$ cat src/rtl/sb_pkg.sv
package sb_pkg;
  typedef enum logic [1:0] {
    PRIV_U = 2'b00,
    PRIV_S = 2'b01,
    PRIV_M = 2'b11
  } priv_e;

  typedef enum logic [1:0] {
    SZ_B = 2'b00,
    SZ_H = 2'b01,
    SZ_W = 2'b10
  } size_e;

  localparam int unsigned CNT_ACC   = 0;
  localparam int unsigned CNT_DRN   = 1;
  localparam int unsigned CNT_FWD   = 2;
  localparam int unsigned CNT_VAL   = 3;
  localparam int unsigned CNT_FULL  = 4;
  localparam int unsigned CNT_ORD   = 5;
  localparam int unsigned CNT_DSTL  = 6;
  localparam int unsigned NUM_CNT   = 7;
endpackage

$ cat src/rtl/sb_filter.sv
module sb_filter
  import sb_pkg::*;
#(
  parameter int unsigned PA_W = 34
) (
  input  logic            valid_i,
  input  logic [PA_W-1:0] paddr_i,
  input  logic [1:0]      priv_i,
  input  logic            xlat_i,
  input  logic [1:0]      size_i,
  output logic            qual_o,
  output logic            bypass_o
);
  logic user_ok, size_ok, align_ok;

  always_comb begin
    user_ok  = (priv_e'(priv_i) == PRIV_U);
    size_ok  = (size_e'(size_i) == SZ_W);
    align_ok = (paddr_i[1:0] == 2'b00);
    qual_o   = valid_i && xlat_i && user_ok && size_ok && align_ok;
    bypass_o = valid_i && !qual_o;
  end
endmodule

$ cat src/rtl/sb_entry.sv
module sb_entry #(
  parameter int unsigned PA_W = 34,
  parameter int unsigned DW   = 32
) (
  input  logic            clk_i,
  input  logic            rst_ni,
  input  logic            push_i,
  input  logic [PA_W-1:0] push_addr_i,
  input  logic [DW-1:0]   push_data_i,
  input  logic            gnt_i,
  input  logic            rdy_i,
  output logic            valid_o,
  output logic [PA_W-1:0] addr_o,
  output logic [DW-1:0]   data_o,
  output logic            retire_o
);
  logic            valid_q;
  logic [PA_W-1:0] addr_q;
  logic [DW-1:0]   data_q;

  // request is implied by valid; retire needs our own grant
  assign retire_o = valid_q && gnt_i && rdy_i;

  always_ff @(posedge clk_i or negedge rst_ni) begin
    if (!rst_ni) begin
      valid_q <= 1'b0;
      addr_q  <= '0;
      data_q  <= '0;
    end else if (push_i) begin
      valid_q <= 1'b1;
      addr_q  <= push_addr_i;
      data_q  <= push_data_i;
    end else if (retire_o) begin
      valid_q <= 1'b0;
    end
  end

  assign valid_o = valid_q;
  assign addr_o  = addr_q;
  assign data_o  = data_q;

  assert_no_overflow_R6: assert property (@(posedge clk_i) disable iff (!rst_ni)
    push_i |-> (!valid_q || (gnt_i && rdy_i)));

  assert_keep_on_prefetch_R4: assert property (@(posedge clk_i) disable iff (!rst_ni)
    (valid_q && !(gnt_i && rdy_i)) |=> valid_o);

  assert_hold_contents_R4: assert property (@(posedge clk_i) disable iff (!rst_ni)
    (valid_q && !gnt_i) |=> ($stable(addr_o) && $stable(data_o)));
endmodule

$ cat src/rtl/sb_order.sv
module sb_order #(
  parameter int unsigned PA_W        = 34,
  parameter bit          FWD_LOAD    = 1'b0,
  parameter bit          FETCH_DRAIN = 1'b1
) (
  input  logic            st_valid_i,
  input  logic            qual_i,
  input  logic            ent_valid_i,
  input  logic            retire_i,
  input  logic [PA_W-1:0] ent_addr_i,
  input  logic            ld_valid_i,
  input  logic [PA_W-1:0] ld_paddr_i,
  input  logic            drain_any_i,
  input  logic            fetch_req_i,
  output logic            accept_o,
  output logic            st_stall_o,
  output logic            full_wait_o,
  output logic            order_wait_o,
  output logic            fwd_o,
  output logic            ld_stall_o,
  output logic            drain_busy_o,
  output logic            fetch_stall_o
);
  logic ld_hit, bypass_wait;

  always_comb begin
    ld_hit        = ld_valid_i && ent_valid_i && (ld_paddr_i[PA_W-1:2] == ent_addr_i[PA_W-1:2]);
    accept_o      = qual_i && (!ent_valid_i || retire_i);
    full_wait_o   = qual_i && ent_valid_i && !retire_i;
    // direct-path store must not overtake the pending entry
    bypass_wait   = st_valid_i && !qual_i && ent_valid_i;
    st_stall_o    = full_wait_o || bypass_wait;
    drain_busy_o  = drain_any_i && ent_valid_i;
  end

  generate
    if (FWD_LOAD) begin : g_fwd
      assign fwd_o      = ld_hit;
      assign ld_stall_o = 1'b0;
    end else begin : g_stall
      assign fwd_o      = 1'b0;
      assign ld_stall_o = ld_hit;
    end
    if (FETCH_DRAIN) begin : g_fetch_gate
      assign fetch_stall_o = fetch_req_i && ent_valid_i;
    end else begin : g_fetch_free
      assign fetch_stall_o = 1'b0;
    end
  endgenerate

  assign order_wait_o = ld_stall_o || bypass_wait;
endmodule

$ cat src/rtl/sb_counters.sv
module sb_counters #(
  parameter int unsigned N = 7,
  parameter int unsigned W = 16
) (
  input  logic         clk_i,
  input  logic         rst_ni,
  input  logic [N-1:0] ev_i,
  output logic [N*W-1:0] cnt_o
);
  localparam logic [W-1:0] MAXV = {W{1'b1}};

  for (genvar i = 0; i < N; i++) begin : g_cnt
    logic [W-1:0] c_q;
    always_ff @(posedge clk_i or negedge rst_ni) begin
      if (!rst_ni)                      c_q <= '0;
      else if (ev_i[i] && c_q != MAXV)  c_q <= c_q + 1'b1;
    end
    assign cnt_o[i*W +: W] = c_q;
  end
endmodule

$ cat src/rtl/post_xlat_store_buf.sv
module post_xlat_store_buf
  import sb_pkg::*;
#(
  parameter int unsigned PA_W        = 34,
  parameter int unsigned LINE_BYTES  = 64,
  parameter int unsigned CNT_W       = 16,
  parameter bit          FWD_LOAD    = 1'b0,
  parameter bit          FETCH_DRAIN = 1'b1
) (
  input  logic                   clk_i,
  input  logic                   rst_ni,
  input  logic                   st_valid_i,
  input  logic [PA_W-1:0]        st_paddr_i,
  input  logic [31:0]            st_data_i,
  input  logic [1:0]             st_priv_i,
  input  logic                   st_xlat_i,
  input  logic [1:0]             st_size_i,
  output logic                   st_stall_o,
  output logic                   st_bypass_o,
  input  logic                   ld_valid_i,
  input  logic [PA_W-1:0]        ld_paddr_i,
  output logic                   ld_fwd_o,
  output logic [31:0]            ld_data_o,
  output logic                   ld_stall_o,
  input  logic                   drain_priv_i,
  input  logic                   drain_xbase_i,
  input  logic                   drain_xfence_i,
  input  logic                   fetch_req_i,
  output logic                   drain_busy_o,
  output logic                   fetch_stall_o,
  output logic                   mem_req_o,
  output logic [PA_W-1:0]        mem_addr_o,
  output logic [31:0]            mem_data_o,
  input  logic                   mem_gnt_store_i,
  input  logic                   mem_ready_i,
  output logic                   dc_inv_o,
  output logic [PA_W-1:0]        dc_inv_addr_o,
  output logic [NUM_CNT*CNT_W-1:0] cnt_o
);
  localparam int unsigned OFF_W = $clog2(LINE_BYTES);

  logic            qual, accept, retire, ent_valid;
  logic            full_wait, order_wait, fwd;
  logic [PA_W-1:0] ent_addr;
  logic [31:0]     ent_data;
  logic [NUM_CNT-1:0] ev;

  sb_filter #(.PA_W(PA_W)) u_filter (
    .valid_i (st_valid_i),
    .paddr_i (st_paddr_i),
    .priv_i  (st_priv_i),
    .xlat_i  (st_xlat_i),
    .size_i  (st_size_i),
    .qual_o  (qual),
    .bypass_o(st_bypass_o)
  );

  sb_entry #(.PA_W(PA_W), .DW(32)) u_entry (
    .clk_i      (clk_i),
    .rst_ni     (rst_ni),
    .push_i     (accept),
    .push_addr_i(st_paddr_i),
    .push_data_i(st_data_i),
    .gnt_i      (mem_gnt_store_i),
    .rdy_i      (mem_ready_i),
    .valid_o    (ent_valid),
    .addr_o     (ent_addr),
    .data_o     (ent_data),
    .retire_o   (retire)
  );

  sb_order #(.PA_W(PA_W), .FWD_LOAD(FWD_LOAD), .FETCH_DRAIN(FETCH_DRAIN)) u_order (
    .st_valid_i   (st_valid_i),
    .qual_i       (qual),
    .ent_valid_i  (ent_valid),
    .retire_i     (retire),
    .ent_addr_i   (ent_addr),
    .ld_valid_i   (ld_valid_i),
    .ld_paddr_i   (ld_paddr_i),
    .drain_any_i  (drain_priv_i || drain_xbase_i || drain_xfence_i),
    .fetch_req_i  (fetch_req_i),
    .accept_o     (accept),
    .st_stall_o   (st_stall_o),
    .full_wait_o  (full_wait),
    .order_wait_o (order_wait),
    .fwd_o        (fwd),
    .ld_stall_o   (ld_stall_o),
    .drain_busy_o (drain_busy_o),
    .fetch_stall_o(fetch_stall_o)
  );

  assign mem_req_o     = ent_valid;
  assign mem_addr_o    = ent_addr;
  assign mem_data_o    = ent_data;
  assign dc_inv_o      = retire;
  assign dc_inv_addr_o = {ent_addr[PA_W-1:OFF_W], {OFF_W{1'b0}}};
  assign ld_fwd_o      = fwd;
  assign ld_data_o     = ent_data;

  always_comb begin
    ev           = '0;
    ev[CNT_ACC]  = accept;
    ev[CNT_DRN]  = retire;
    ev[CNT_FWD]  = fwd;
    ev[CNT_VAL]  = ent_valid;
    ev[CNT_FULL] = full_wait;
    ev[CNT_ORD]  = order_wait;
    ev[CNT_DSTL] = drain_busy_o || fetch_stall_o;
  end

  sb_counters #(.N(NUM_CNT), .W(CNT_W)) u_cnt (
    .clk_i (clk_i),
    .rst_ni(rst_ni),
    .ev_i  (ev),
    .cnt_o (cnt_o)
  );

  assert_accept_filter_R2: assert property (@(posedge clk_i) disable iff (!rst_ni)
    (st_valid_i && !st_stall_o && !st_bypass_o) |=>
      (mem_req_o && mem_addr_o[1:0] == 2'b00));

  assert_inv_needs_grant_R5: assert property (@(posedge clk_i) disable iff (!rst_ni)
    dc_inv_o |-> (mem_req_o && mem_gnt_store_i && mem_ready_i));

  assert_drain_busy_pending_R8: assert property (@(posedge clk_i) disable iff (!rst_ni)
    drain_busy_o |-> mem_req_o);

  assert_fetch_gate_R9: assert property (@(posedge clk_i) disable iff (!rst_ni)
    fetch_stall_o |-> (fetch_req_i && mem_req_o));

  assert_bypass_not_buffered_R3: assert property (@(posedge clk_i) disable iff (!rst_ni)
    (st_bypass_o && !mem_req_o) |=> !mem_req_o);

  assert_load_excl_R7: assert property (@(posedge clk_i) disable iff (!rst_ni)
    !(ld_fwd_o && ld_stall_o));
endmodule

$ cat config.mk
export PLATFORM = sky130hd
export DESIGN_NAME = post_xlat_store_buf
export DESIGN_NICKNAME = d
export VERILOG_FILES = /design/src/rtl/sb_pkg.sv /design/src/rtl/sb_filter.sv /design/src/rtl/sb_entry.sv /design/src/rtl/sb_order.sv /design/src/rtl/sb_counters.sv /design/src/rtl/post_xlat_store_buf.sv
export SDC_FILE = /design/constraint.sdc
export NUM_CORES = 1
export LEC_CHECK = 0
export CORE_MARGIN = 3
export CORE_UTILIZATION = 38
export CTS_CLUSTER_DIAMETER = 200
export DETAILED_ROUTE_END_ITERATION = 7
export MAX_ROUTING_LAYER = met4
export PLACE_DENSITY = 0.83
export SKIP_LAST_GASP = 1
export SLEW_MARGIN = 40
export SYNTH_ARGS = -nofsm -noshare
export SYNTH_HDL_FRONTEND = slang
export SYNTH_HIERARCHICAL = 1
export SYNTH_SLANG_ARGS = --single-unit
$ cat constraint.sdc
create_clock -name clk_i -period 4.3 [get_ports clk_i]
set_clock_uncertainty 0.15 [all_clocks]
set_input_delay 0.43 -clock clk_i [delete_from_list [all_inputs] [get_ports clk_i]]
set_output_delay 0.43 -clock clk_i [all_outputs]
set_load 0.01 [all_outputs]
==> results of run 1 <==
==> final cells by class <==
class	count	share of cell area (%)
Timing Repair Buffer	364	28.0
Sequential cell	179	34.3
Tap cell	313	3.00
Inverter	9	0.259
Clock inverter	13	1.06
Multi-Input combinational cell	504	30.1
Clock buffer	19	3.31
==> worst max-delay path: cells and delay by family, from the launching register on <==
kind	cells	cell delay [ns]
buffers and inverters	2	0.64
and+or+nand+nor	3	1.29
DFF	1	0.42
xor gates and xnor gates	1	0.28
==> how the worst max path moves through the flow <==
| stage | start | to | slack, ns | depth (start not counted) |
|---|---|---|---|---|
| 5_1_grt | u_entry/addr_o[26]$_DFFE_PN0P_ | ld_stall_o | 0.52 | 6 |
| 6_report | u_entry/addr_o[26]$_DFFE_PN0P_ | ld_stall_o | 0.67 | 6 |
| 4_1_cts | u_entry/addr_o[26]$_DFFE_PN0P_ | ld_stall_o | 0.62 | 6 |
| 3_3_place_gp | ld_paddr_i[6] | ld_stall_o | 0.71 | 7 |
| 2_1_floorplan | u_entry/addr_o[9]$_DFFE_PN0P_ | u_cnt/g_cnt[5].c_q[9]$_DFFE_PN0P_ | 1.37 | 11 |
| 3_5_place_dp | ld_paddr_i[6] | ld_stall_o | 0.67 | 7 |
==> state kept, by name, summed over array words and instances (netlist names) <==
| signal | count |
|---|---|
| u_cnt/g_cnt.c_q | 112 |
| u_entry/valid_o | 1 |
| u_entry/data_o | 32 |
| u_entry/addr_o | 34 |
==> metal layers <==
| layer | track usage (%) | share of wire (%) |
|---|---|---|
| met5 | - | 0 |
| met4 | 4.46 | 1.2 |
| met3 | 4.38 | 6.0 |
| met2 | 33.9 | 52 |
| met1 | 22.1 | 41 |
==> cell families after synthesis <==
family | share of synthesized area, %
buffers and inverters | 6.91
AND/OR/NAND/NOR | 16.6
multiplexers | 10.7
AO/OA/AOI/OAI | 3.16
flip-flops | 49.8
adder cells (fa/ha/maj) | 0.973
other | 0.0834
XOR/XNOR | 11.8
==> power by group through the flow <==
stage	clock [uW]	sequential, uW	combinational, uW
3_5_place_dp	0	1970	790
2_1_floorplan	0	1990	294
5_1_grt	1640	1960	842
3_3_place_gp	0	1970	774
6_report	1540	1940	786
4_1_cts	1580	1940	794
==> metrics by stage <==
step                area (sq um)  hold slack, ns  util, %  cells
detailed placement         12500           0.315     54.3   1368
finish                     13100           0.354     56.8   1401
CTS                        13100           0.357     56.8   1401
global placement           12500           0.314     54.3   1368
global route               13100           0.381     56.8   1401
floorplan                   9020         -0.0156        -    771
==> cell usage in the layout, fill, tap and decap left out, types with 3 or more instances in the layout <==
cell type / instances
a21oi_1: 7
a31oi_1: 6
and2_1: 6
and3_1: 23
and4_1: 12
buf_4: 4
clkbuf_16: 17
clkdlybuf4s50_1: 356
conb_1: 7
dfrtp_1: 179
ha_1: 7
inv_1: 9
inv_6: 4
inv_8: 4
mux2_2: 45
mux2_4: 30
nand2_1: 45
nand2b_1: 4
nand3_1: 37
nand4_1: 43
nand4b_1: 3
nor2_1: 24
nor3_1: 17
nor4_1: 12
nor4b_1: 5
o2111ai_1: 3
o21a_1: 4
o21ai_0: 5
or3_1: 4
xnor2_1: 71
xor2_1: 50
==> repair_timing <==
item,CTS,global route
gates resized for setup,0,0
hold endpoints to repair,66,0
hold buffers,1,0
==> results.ini, run 1 <==
[yosys]
synth.most_common_cell = dfrtp_1
synth_ff_type = dfrtp_1
yosysWarnings = 6
synthCells = 766
syn_area_per_cell_sq_um = 11.7
yosysUniqueCellTypes = 56
synth_common_cells = dfrtp_1, xnor2_1, buf_4
ys_async_sr_fraction_pct = 100
synth_top_area_share_pct = 49.8
synth_area_sq_um = 9000
yosysSeqAreaShare_pct = 49.8
synth_top_cells_by_area = dfrtp_1, xnor2_1, buf_4, mux2_2, mux2_4
synth_edf_count = 0
synth_largest_area_cell = dfrtp_1
synth_seq_cells = 179

[sta]
hold_violations = 0
fmax_ghz = 0.276
period_minus_slack_ns = 3.63
max_slew_margin_pct = 55.4
setup_violations = 0
finalSetupTns_ns = 0
fin_crit_sh_pct = 84.4
rsz0062_at_grt = false
tightestPinTransition_ns = 0.663
drv_slew = 0
timing.final.ws_setup_ns = 0.672

[cts]
clockRootBuffer = clkbuf_16
cts_tree = done
cts_buffer_depth = 2
clock_latency_ns = 0.42
cts_setup_buffers = 0
cts_num_sinks = 179
clk_pin_slew_ns = 0.07
htree_levels = 4
numCtsBuffers = 17

[pwr]
p_per_area_nw_per_um2 = 327
p_leak_uw = 0.00560
ir_drop_uv = 215
finalPower_uw = 4270
switching_share_pct = 27.2
p_sw_uw = 1160
seq_power_share_pct = 45.5
intPower_uw = 3110
combPwrFrac_pct = 18.4
power_frac_clock_pct = 36.0

[hold_path]
hp-class = flop to flop
hold_end = u_cnt/g_cnt[3].c_q[15]$_DFFE_PN0P_
hold_start = u_cnt/g_cnt[3].c_q[15]$_DFFE_PN0P_
min_path_cells = 1

[setup_path]
reg2reg_slack_ns = 1.12
cpMostUsedCell = or4_1
path_cells = xnor2_1 > nand4_1 > or4_1 > or4_1 > inv_1 > clkdlybuf4s50_1
worstPathArrival_ns = 3.05
ff2ff_path_depth = 9
required_ns = 3.72
crit_fanout = 4
startpoint_type = flop
worstSetupPathType = flop to output port
crit_slowest_cell = or4_1
r2r_start = u_entry/addr_o[26]$_DFFE_PN0P_
cpPeakStageDelay_ns = 0.61
end_kind = output port
reg2reg_to = u_cnt/g_cnt[5].c_q[7]$_DFFE_PN0P_

[global_routing]
grt_pass1_vias = 7207
grt_pass1_wl_um = 38300
grtUsageTotal_pct = 19.1
grt_max_degree = 86
overflow = 0
antenna_found_initial = 0

[place]
place_ws_ns = 0.672
gp_congestion = 0.870
io_buffers = 357
hpwl_um = 18400

[route]
drt_wl_total_um = 24400
firstDrtPassIters = 7
drt_iter0_markers = 302
drc_errors = 0
wire_per_inst_um = 17.4
antenna_left = 0
routed_via_density = 5.00
routed-via-count = 7005

[finish]
area_growth_pct = 45.1
drive_gt1_share_pct = 11.7
multiInputGateArea_sq_um = 3930
regArea_sq_um = 4480
diodes = 0
fin_nets = 1197
fillCellCount = 1927

[floorplanning]
io_pins = 367
die_w_um = 160
fp.dieArea_sq_um = 25600
start_util_pct = 39.2
coreArea_sq_um = 23000
rows = 55
die_height_um = 160

[status]
status = completed

[run]
max_cap_violations = 0

Note: power is estimated with default switching activity, not from simulation.
==> run 2: changes to the inputs <==
clock period = 3.45 ns   (was 4.3 ns; I/O delays follow)
==> run 2 against run 1 <==
Critical path depth unchanged. Die area unchanged. Global-route usage up 0.62 points. Design area up 0.78%. Flip-flop and latch count unchanged. Sequential power rose by 25%. Total power increased by 26%. Clock power is 27% higher. Via count rose by 1.3%. Clock-buffer cell count down 1. Worst setup slack worse by 0.33 ns.
==> results.ini, run 2 (synthesized netlist as in run 1, its figures left out) <==
[pwr]
p_per_area_nw_per_um2 = 408  ; +25%
ir_drop_uv = 299  ; +40%
p_leak_uw = 0.00568  ; +1.4%
finalPower_uw = 5370  ; +26%

[finish]
fillCellCount = 1950  ; +1.2%
fin_nets = 1202  ; +0.42%
regArea_sq_um = 4480  ; unchanged
drive_gt1_share_pct = 12.8  ; +1.1 points
fin_area_sq_um = 13200  ; +0.78%
mostFrequentLayoutCell = clkdlybuf4s50_1
area_growth_pct = 46.2
final_cell_mix = clkdlybuf4s50_1, dfrtp_1, xnor2_1
largest_reg_flops = 112  ; unchanged
largest_register = u_cnt/g_cnt.c_q
multiInputGateArea_sq_um = 3970  ; +0.92%

[sta]
setup_violations = 0  ; unchanged
fin_crit_sh_pct = 90.1
hold_violations = 0  ; unchanged
max_slew_margin_pct = 53.0  ; -2.4 points
drv_slew = 0  ; unchanged
period_minus_slack_ns = 3.11
fmax_ghz = 0.322
rsz0062_at_grt = false
tightestPinTransition_ns = 0.705  ; +0.0419 ns

[route]
wire_per_inst_um = 17.6  ; +1.3%
routed-via-count = 7097  ; +1.3%
drt_wl_total_um = 24800  ; +1.7%
antenna_left = 0  ; unchanged
drt_iter0_markers = 402  ; +33%
routed_via_density = 5.04  ; +0.88%
drc_errors = 0  ; unchanged
firstDrtPassIters = 4  ; -3

[place]
io_buffers = 357  ; unchanged
placed_area_sq_um = 12500  ; +0.20%
hpwl_um = 19000  ; +3.1%
gp_congestion = 0.892  ; +2.5%

[cts]
clockRootBuffer = clkbuf_16
clk_pin_slew_ns = 0.07  ; about the same
htree_levels = 4  ; unchanged
cts_num_sinks = 179  ; unchanged
cts_tree = done
cts_buffer_depth = 2  ; unchanged
clock_latency_ns = 0.42  ; about the same
numCtsBuffers = 17  ; unchanged

[floorplanning]
io_pins = 367  ; unchanged
start_util_pct = 39.2  ; unchanged
fp.dieArea_sq_um = 25600  ; unchanged
rows = 55  ; unchanged
die_w_um = 160  ; unchanged
die_height_um = 160  ; unchanged
coreArea_sq_um = 23000  ; unchanged

[hold_path]
hp-class = flop to flop
min_path_cells = 1  ; unchanged
hold_start = u_cnt/g_cnt[3].c_q[15]$_DFFE_PN0P_
hold_end = u_cnt/g_cnt[3].c_q[15]$_DFFE_PN0P_

[setup_path]
worstPathArrival_ns = 2.61  ; -0.44 ns
ff2ff_path_depth = 9  ; unchanged
r2r_start = u_entry/addr_o[6]$_DFFE_PN0P_
required_ns = 2.95  ; -0.77 ns
reg2reg_slack_ns = 0.44  ; -0.68 ns
worstSetupPathType = flop to output port
crit_fanout = 12  ; +8
end_kind = output port
reg2reg_to = u_cnt/g_cnt[5].c_q[9]$_DFFE_PN0P_
startpoint_type = flop

[global_routing]
grt_pass1_vias = 7367  ; +2.2%
grt_pass1_wl_um = 39500  ; +3.3%
grtUsageTotal_pct = 19.7  ; +0.62 points
overflow = 0  ; unchanged
antenna_found_initial = 1  ; +1
grt_max_degree = 84  ; -2.3%

[run]
max_cap_violations = 0  ; unchanged

[status]
status = completed

run 2: report_power, final:
part / total, uW / switching [uW] / internal, uW
sequential: 2420 / 185 / 2240
combinational: 999 / 381 / 618
clock: 1950 / 900 / 1050
total: 5370 / 1470 / 3910
run 2: critical path, cell delays in order (launching register included):
cell and delay [ns]:
dfrtp_1 0.40, buf_4 0.27, and3_1 0.41, inv_1 0.16
and3_1 0.28, nand2b_1 0.16, clkdlybuf4s50_1 0.51
run 2: worst max path at each step:
stage / startpoint / endpoint / slack, ns / depth (start not counted)
global route: u_entry/valid_o$_DFFE_PN0P_ / st_stall_o / 0.18 / 6
finish: u_entry/valid_o$_DFFE_PN0P_ / st_stall_o / 0.34 / 6
floorplan: u_entry/addr_o[9]$_DFFE_PN0P_ / u_cnt/g_cnt[5].c_q[9]$_DFFE_PN0P_ / 0.52 / 11
detailed placement: ld_paddr_i[26] / u_cnt/g_cnt[5].c_q[9]$_DFFE_PN0P_ / -0.007 / 10
global placement: ld_paddr_i[6] / u_cnt/g_cnt[5].c_q[7]$_DFFE_PN0P_ / -0.005 / 10
CTS: u_entry/addr_o[9]$_DFFE_PN0P_ / ld_stall_o / 0.05 / 6
run 2: what timing repair did:
action / CTS / global route
buffers inserted: 0 / 0
pin swaps: 0 / 1
cloned: 0 / 0
hold endpoints to repair: 78 / 0
hold buffers: 1 / 0
resized for setup: 4 / 3
endpoints found under the setup margin: 1 / 1
run 2: stage by stage:
step / setup slack (ns) / TNS (ns) / instances / hold WS (ns) / util [%]
after floorplan: 0.518 / 0 / 771 / -0.101 / -
after global placement: -0.00475 / -0.00856 / 1373 / 0.313 / 54.4
after detailed placement: -0.00658 / -0.00838 / 1373 / 0.311 / 54.4
after CTS: 0.0456 / 0 / 1406 / 0.349 / 57.2
after global routing: 0.178 / 0 / 1407 / 0.358 / 57.3
final: 0.342 / 0 / 1407 / 0.345 / 57.3
run 2: final cells by class:
type	instances	area share [%]
Antenna cell	1	0.0190
Clock buffer	18	3.34
Clock inverter	14	1.25
Inverter	9	0.257
Multi-Input combinational cell	504	30.1
Sequential cell	179	34.0
Tap cell	313	2.98
Timing Repair Buffer	369	28.0
run 2: routing by layer:
layer	global-route usage [%]	share of wire, %	up-vias	wire [um]
met3	4.10	5.4	21	1340
met1	23.4	41	3490	10200
met4	5.05	1.3	0	310
li1	-	-	3301	-
met5	-	0	-	0
met2	34.4	52	285	12900
==> run 3: changes to the inputs <==
CTS_CLUSTER_DIAMETER = 80   (was 200)
GPL_ROUTABILITY_DRIVEN = 0   (was default)
==> results of run 3 <==
No change in the layout: final DEF, timing and power equal those of run 2.
